File: src/rtl/rtc_pkg.sv
package rtc_pkg;
  localparam int OFS_SET_WR = 'h00;
  localparam int OFS_SET_RD = 'h04;
  localparam int OFS_CAL_WR = 'h08;
  localparam int OFS_CAL_RD = 'h0C;
  localparam int OFS_NOW    = 'h10;
  localparam int OFS_SUB    = 'h14;
  localparam int OFS_ALM    = 'h18;
  localparam int OFS_STAT   = 'h20;
  localparam int OFS_MASK   = 'h24;
  localparam int OFS_IEN    = 'h28;
  localparam int OFS_IDIS   = 'h2C;
  localparam int OFS_CTRL   = 'h40;

  localparam int IRQ_SEC = 0;
  localparam int IRQ_ALM = 1;
  localparam int NUM_IRQ = 2;

  localparam int CTRL_OSC_BIT  = 24;
  localparam int CTRL_BATT_BIT = 31;

  typedef struct packed {
    logic set_time;
    logic calib;
    logic alarm;
    logic status;
    logic ien;
    logic idis;
    logic ctrl;
  } wr_sel_t;
endpackage

File: src/rtl/rtc_addr_dec.sv
module rtc_addr_dec
  import rtc_pkg::*;
#(
  parameter int ADDR_W = 8
) (
  input  logic              wr,
  input  logic [ADDR_W-1:0] addr,
  output wr_sel_t           sel
);
  function automatic logic hit(input logic [ADDR_W-1:0] a, input int ofs);
    return a == ADDR_W'(ofs);
  endfunction

  always_comb begin
    sel.set_time = wr && hit(addr, OFS_SET_WR);
    sel.calib    = wr && hit(addr, OFS_CAL_WR);
    sel.alarm    = wr && hit(addr, OFS_ALM);
    sel.status   = wr && hit(addr, OFS_STAT);
    sel.ien      = wr && hit(addr, OFS_IEN);
    sel.idis     = wr && hit(addr, OFS_IDIS);
    sel.ctrl     = wr && hit(addr, OFS_CTRL);
  end
endmodule

File: src/rtl/rtc_time_core.sv
module rtc_time_core #(
  parameter int TIME_W = 32,
  parameter int SUB_W  = 16
) (
  input  logic              clk,
  input  logic              rst_n,
  input  logic              sec_tick,
  input  logic              set_wr,
  input  logic [TIME_W-1:0] set_data,
  input  logic [TIME_W-1:0] alarm_val,
  output logic [TIME_W-1:0] cur_time,
  output logic [TIME_W-1:0] set_val,
  output logic              load_pending,
  output logic [SUB_W-1:0]  sub_count,
  output logic              alarm_evt
);
  function automatic logic [TIME_W-1:0] next_time(input logic [TIME_W-1:0] cur,
                                                  input logic pend,
                                                  input logic [TIME_W-1:0] setv);
    return pend ? setv : cur + TIME_W'(1);
  endfunction

  function automatic logic [SUB_W-1:0] sat_inc(input logic [SUB_W-1:0] v);
    return (&v) ? v : v + SUB_W'(1);
  endfunction

  logic [TIME_W-1:0] time_nxt;
  assign time_nxt  = next_time(cur_time, load_pending, set_val);
  assign alarm_evt = sec_tick && (time_nxt == alarm_val);

  always_ff @(posedge clk or negedge rst_n) begin
    if (!rst_n) begin
      cur_time     <= '0;
      set_val      <= '0;
      load_pending <= 1'b0;
      sub_count    <= '0;
    end else begin
      if (sec_tick) cur_time <= time_nxt;
      if (set_wr) begin
        set_val      <= set_data;
        load_pending <= 1'b1;
      end else if (sec_tick) begin
        load_pending <= 1'b0;
      end
      sub_count <= sec_tick ? '0 : sat_inc(sub_count);
    end
  end
endmodule

File: src/rtl/rtc_irq_ctrl.sv
module rtc_irq_ctrl #(
  parameter int N = 2
) (
  input  logic         clk,
  input  logic         rst_n,
  input  logic [N-1:0] evt,
  input  logic [N-1:0] auto_clr,
  input  logic         stat_wr,
  input  logic         en_wr,
  input  logic         dis_wr,
  input  logic [N-1:0] wr_bits,
  output logic [N-1:0] status,
  output logic [N-1:0] enable,
  output logic         irq
);
  for (genvar i = 0; i < N; i++) begin : g_bit
    logic s_q, e_q, clr;
    assign clr = (stat_wr && wr_bits[i]) || auto_clr[i];
    always_ff @(posedge clk or negedge rst_n) begin
      if (!rst_n) begin
        s_q <= 1'b0;
        e_q <= 1'b0;
      end else begin
        if (evt[i])   s_q <= 1'b1;
        else if (clr) s_q <= 1'b0;
        if (en_wr && wr_bits[i])       e_q <= 1'b1;
        else if (dis_wr && wr_bits[i]) e_q <= 1'b0;
      end
    end
    assign status[i] = s_q;
    assign enable[i] = e_q;
  end

  assign irq = |(status & enable);
endmodule

File: src/rtl/rtc_regbank.sv
module rtc_regbank
  import rtc_pkg::*;
#(
  parameter int ADDR_W = 8,
  parameter int DATA_W = 32,
  parameter int CAL_W  = 21,
  parameter int SUB_W  = 16
) (
  input  logic              clk,
  input  logic              rst_n,
  input  logic              sec_tick,
  input  logic              bus_wr,
  input  logic [ADDR_W-1:0] bus_addr,
  input  logic [DATA_W-1:0] bus_wdata,
  output logic [DATA_W-1:0] bus_rdata,
  output logic              irq,
  output logic              osc_en,
  output logic              batt_sw_en,
  output logic [CAL_W-1:0]  calib_word
);
  localparam int TIME_W = DATA_W;

  wr_sel_t            sel;
  logic [TIME_W-1:0]  cur_time, set_val, alarm_q;
  logic               load_pending, alarm_evt;
  logic [SUB_W-1:0]   sub_count;
  logic [NUM_IRQ-1:0] evt, auto_clr, status, enable;

  rtc_addr_dec #(.ADDR_W(ADDR_W)) u_dec (
    .wr(bus_wr), .addr(bus_addr), .sel(sel)
  );

  rtc_time_core #(.TIME_W(TIME_W), .SUB_W(SUB_W)) u_time (
    .clk(clk), .rst_n(rst_n), .sec_tick(sec_tick),
    .set_wr(sel.set_time), .set_data(bus_wdata), .alarm_val(alarm_q),
    .cur_time(cur_time), .set_val(set_val), .load_pending(load_pending),
    .sub_count(sub_count), .alarm_evt(alarm_evt)
  );

  always_comb begin
    evt               = '0;
    evt[IRQ_SEC]      = sec_tick;
    evt[IRQ_ALM]      = alarm_evt;
    auto_clr          = '0;
    auto_clr[IRQ_SEC] = sel.set_time;
  end

  rtc_irq_ctrl #(.N(NUM_IRQ)) u_irq (
    .clk(clk), .rst_n(rst_n), .evt(evt), .auto_clr(auto_clr),
    .stat_wr(sel.status), .en_wr(sel.ien), .dis_wr(sel.idis),
    .wr_bits(bus_wdata[NUM_IRQ-1:0]),
    .status(status), .enable(enable), .irq(irq)
  );

  always_ff @(posedge clk or negedge rst_n) begin
    if (!rst_n) begin
      alarm_q    <= '0;
      calib_word <= '0;
      osc_en     <= 1'b0;
      batt_sw_en <= 1'b0;
    end else begin
      if (sel.alarm) alarm_q    <= bus_wdata;
      if (sel.calib) calib_word <= bus_wdata[CAL_W-1:0];
      if (sel.ctrl) begin
        osc_en     <= bus_wdata[CTRL_OSC_BIT];
        batt_sw_en <= bus_wdata[CTRL_BATT_BIT];
      end
    end
  end

  always_comb begin
    bus_rdata = '0;
    case (bus_addr)
      ADDR_W'(OFS_SET_RD): bus_rdata = set_val;
      ADDR_W'(OFS_CAL_RD): bus_rdata = DATA_W'(calib_word);
      ADDR_W'(OFS_NOW):    bus_rdata = cur_time;
      ADDR_W'(OFS_SUB):    bus_rdata = DATA_W'(sub_count);
      ADDR_W'(OFS_ALM):    bus_rdata = alarm_q;
      ADDR_W'(OFS_STAT):   bus_rdata = DATA_W'(status);
      ADDR_W'(OFS_MASK):   bus_rdata = DATA_W'(enable);
      ADDR_W'(OFS_CTRL): begin
        bus_rdata[CTRL_OSC_BIT]  = osc_en;
        bus_rdata[CTRL_BATT_BIT] = batt_sw_en;
      end
      default: bus_rdata = '0;
    endcase
  end
endmodule

File: config.mk
export PLATFORM = sky130hd
export DESIGN_NAME = rtc_regbank
export DESIGN_NICKNAME = d
export VERILOG_FILES = /design/src/rtl/rtc_pkg.sv /design/src/rtl/rtc_addr_dec.sv /design/src/rtl/rtc_time_core.sv /design/src/rtl/rtc_irq_ctrl.sv /design/src/rtl/rtc_regbank.sv
export SDC_FILE = /design/constraint.sdc
export NUM_CORES = 1
export LEC_CHECK = 0
export ABC_AREA = 1
export ABC_CLOCK_PERIOD_IN_PS = 4000
export CAP_MARGIN = 20
export CORE_ASPECT_RATIO = 0.7
export CORE_MARGIN = 2
export CORE_UTILIZATION = 25
export CTS_BUF_LIST = sky130_fd_sc_hd__clkbuf_4 sky130_fd_sc_hd__clkbuf_8
export DETAILED_ROUTE_END_ITERATION = 10
export HOLD_SLACK_MARGIN = 0.08
export PLACE_DENSITY_LB_ADDON = 0.25
export SYNTH_ARGS = -nofsm -noshare
export SYNTH_HDL_FRONTEND = slang
export SYNTH_SLANG_ARGS = --single-unit
File: constraint.sdc
create_clock -name clk -period 4 [get_ports clk]
set_clock_uncertainty 0.15 [all_clocks]
set_input_delay 1.2 -clock clk [delete_from_list [all_inputs] [get_ports clk]]
set_output_delay 1.2 -clock clk [all_outputs]
set_load 0.02 [all_outputs]
==> run metrics <==
status complete, but fails checks; violated checks negative setup slack; core outline area 32300 um2; critical path type input pin to primary output; area occupied by multi-input gates 4450 um2; Max Freq 248 MHz; vias in the first global route 7797; I/O Pins 100; worst-skew pair later-pin latency 460 ps; Net Sw Frac 0.324; Mapped Cells 1176; most frequent cells in the layout nand2_1, inv_1, dfrtp_1, o21ai_0, nand3_1; Clock Tree Root clkbuf_8; Comb power frac 0.188; Die W 221 um; clock buffer depth 2; slew margin rel. 0.483; htree depth 4; top-area cell type share of the netlist area 0.426; internal cell power 0.00252 W; final WL 31400 um; Sw Pwr 0.00121 W; FF+latch area 3500 um2; PnR worst setup slack -33.7 ps; wire length per cell 17.9 um; RSZ-0062 raised after global routing yes; initial antenna violation count 0; post-synthesis sequential area ratio 0.426; GR peak layer met1; DP HPWL 22700 um; Max Cap Viol 0; Layout Utilization 0.346; Via-to-Cell Ratio 4.79; clock share of power 0.355; Final TNS setup -88.3 ps; dpl cell area 10000 um2; CP max stage cell nor3_4; DR DRC count 0; CTS clk-pin slew, worst paths 70 ps; Crit path max-delay family buffers and inverters; fin nets 1360; grt met3 use 0.0341; cells along the critical path buf_8 -> nor2_4 -> inv_2 -> nor3_4 -> inv_2 -> nor2_4 -> buf_6 -> inv_8 -> buf_12 -> o21ai_2 -> a21oi_2 -> o221ai_1 -> buf_4; CP endpoint kind primary output; first-pass GRT wire length 47200 um; antenna viol nets, final 0; reg2reg start u_time.load_pending$_DFFE_PN0P_; cell accounting for the most synthesized area dfrtp_1; row cnt 55; asr flop ratio synth 1.00; startpoint types input pin; clk sinks 140; pins over their slew limit 0; pin count of the biggest net entering global routing 71; Arrival @ worst endpoint 2680 ps; share of cells above drive strength 1 0.184; Seq pwr share 0.457; mapped cell area 8220 um2; GRT Resource Usage Total 0.182; Die Y 156 um; count of flip-flops with a built-in enable after synthesis 0; Pleak 4.99 nW; # setup viols final 6; Hold Path Origin u_time.sub_count[15]$_DFFE_PN0P_; diodes inserted 0; WP data required 2650 ps; TritonCTS clock tree built; routability congestion estimate 0.882; post-route cell area 11200 um2; Hold Path Depth 1; #FFs+latches synth 140; RR Endpoint u_irq.g_bit[1].s_q$_DFFE_PN0P_; Hold Path Sink u_time.sub_count[15]$_DFFE_PN0P_; DR vias 8391; Max FO, Critical Path 8; Power Density 334 nW/um2; Synth-to-Final Area Change 36.1%; Ys Warns 0; Least-Margin Pin Slew 774 ps; met1 Track Usage GR 0.287; r2r worst-path depth 12; most common cell after layout, fill and taps aside nand2_1; maximum vdd drop 0.000203 V; DRT Pass-1 Iters 5; TritonCTS Buffers 17; Layout fillers 3446; FF-to-FF setup slack 1310 ps; fin crit period 4030 ps; Syn Nets 1222; GRT overflow 0; Synth area leaders dfrtp_1, nand2_1, o21ai_0; dpl ws -1050 ps; count of cell types in the netlist 41; WP buf/inv 7; Mapped Avg Cell Area 6.99 um2; Primary FF master, synth dfrtp_1; number of port buffers 99; initial DRC count 604; Worst path max stage delay 180 ps; Hold Path Class flip-flop to flip-flop; fin crit share 1.01; initial core utilization 0.254; Critical Path Stages 13; DIE AREA 34400 um2; routing usage on met2 0.252; Hold Fails Final Rpt 0
## worst reg2reg max path: cells and delay by family, from the launching register on
kind,cells,cell delay [ps]
buf+inv,2,1040
flops,1,390
simple gates,10,1050
## cells by family after synthesis
family                     Yosys count  share of synthesized area
and+or+nand+nor                    610                      0.317
AOI/OAI and AO/OA                  226                      0.159
buffers and inverters              197                     0.0935
DFF                                140                      0.426
adders and majority gates            2                    0.00305
xor gates and xnor gates             1                    0.00107
## routing by layer
metal / vias up / part of all wire / routed length (um)
met5: - / 0 / 0
met4: 0 / 0.017 / 544
met3: 25 / 0.066 / 2080
met2: 275 / 0.41 / 12700
met1: 3969 / 0.51 / 16000
li1: 4122 / - / -
## final cells by class
type | instances | area share
Multi-Input combinational cell | 839 | 0.398
Tap cell | 427 | 0.0478
Inverter | 155 | 0.0531
Clock buffer | 21 | 0.0253
Clock inverter | 9 | 0.0143
Timing Repair Buffer | 161 | 0.148
Sequential cell | 140 | 0.313
## metrics by stage
step           instances  hold WS [ps]  power (W)
6_report            1752           319    0.00373
3_5_place_dp        1706           312    0.00237
3_3_place_gp        1706           305    0.00237
5_1_grt             1752           353    0.00395
4_1_cts             1745           321    0.00373
2_1_floorplan       1176           283    0.00209
## state kept, by name, indices dropped and copies added, names as in the netlist
register / cells
u_time.sub_count: 16
calib_word: 21
osc_en: 1
u_irq.g_bit.e_q: 2
u_irq.g_bit.s_q: 2
alarm_q: 32
u_time.cur_time: 32
u_time.load_pending: 1
u_time.set_val: 32
batt_sw_en: 1
## cell usage after synthesis (2+ instances only)
library cell and number:
nand2_1 383, inv_1 153, o21ai_0 143, dfrtp_1 140
nand3_1 83, nor2_1 78, clkbuf_1 35, a21oi_1 17
o221ai_1 17, nor3_1 16, a221oi_1 13, or2_2 12
o22ai_1 11, nor2_2 8, nor2_4 7, nand3b_1 6
o21ai_1 6, a211oi_1 5, o31ai_1 5, nand2_2 4
nand4_1 4, nor4_1 4, a31oi_1 3, nand3_2 3
buf_2 2, ha_1 2, nand2_4 2
## power groups by stage
stage | Clock [W] | Sequential (W) | Combinational (W)
floorplan | 0 | 0.00168 | 0.000406
global placement | 0 | 0.00171 | 0.000651
detailed placement | 0 | 0.00171 | 0.000656
CTS | 0.00137 | 0.00169 | 0.000672
global route | 0.00143 | 0.00172 | 0.000799
finish | 0.00133 | 0.00170 | 0.000701
## how the worst max path moves through the flow
stage	end	from
after global placement	bus_rdata[14]	bus_addr[7]
after CTS	bus_rdata[9]	bus_addr[0]
after detailed placement	bus_rdata[9]	bus_addr[7]
after global routing	bus_rdata[6]	bus_addr[7]
final	bus_rdata[6]	bus_addr[7]
after floorplan	bus_rdata[4]	bus_addr[7]
## what timing repair did
item                       in CTS  in global routing
pin swaps                      14                 22
cloned                          1                  3
setup endpoints to repair      32                 32
hold buffers                    0                  0
resized for setup             267                 90
buffers inserted                8                  4
(Power assumes the default switching activity.)
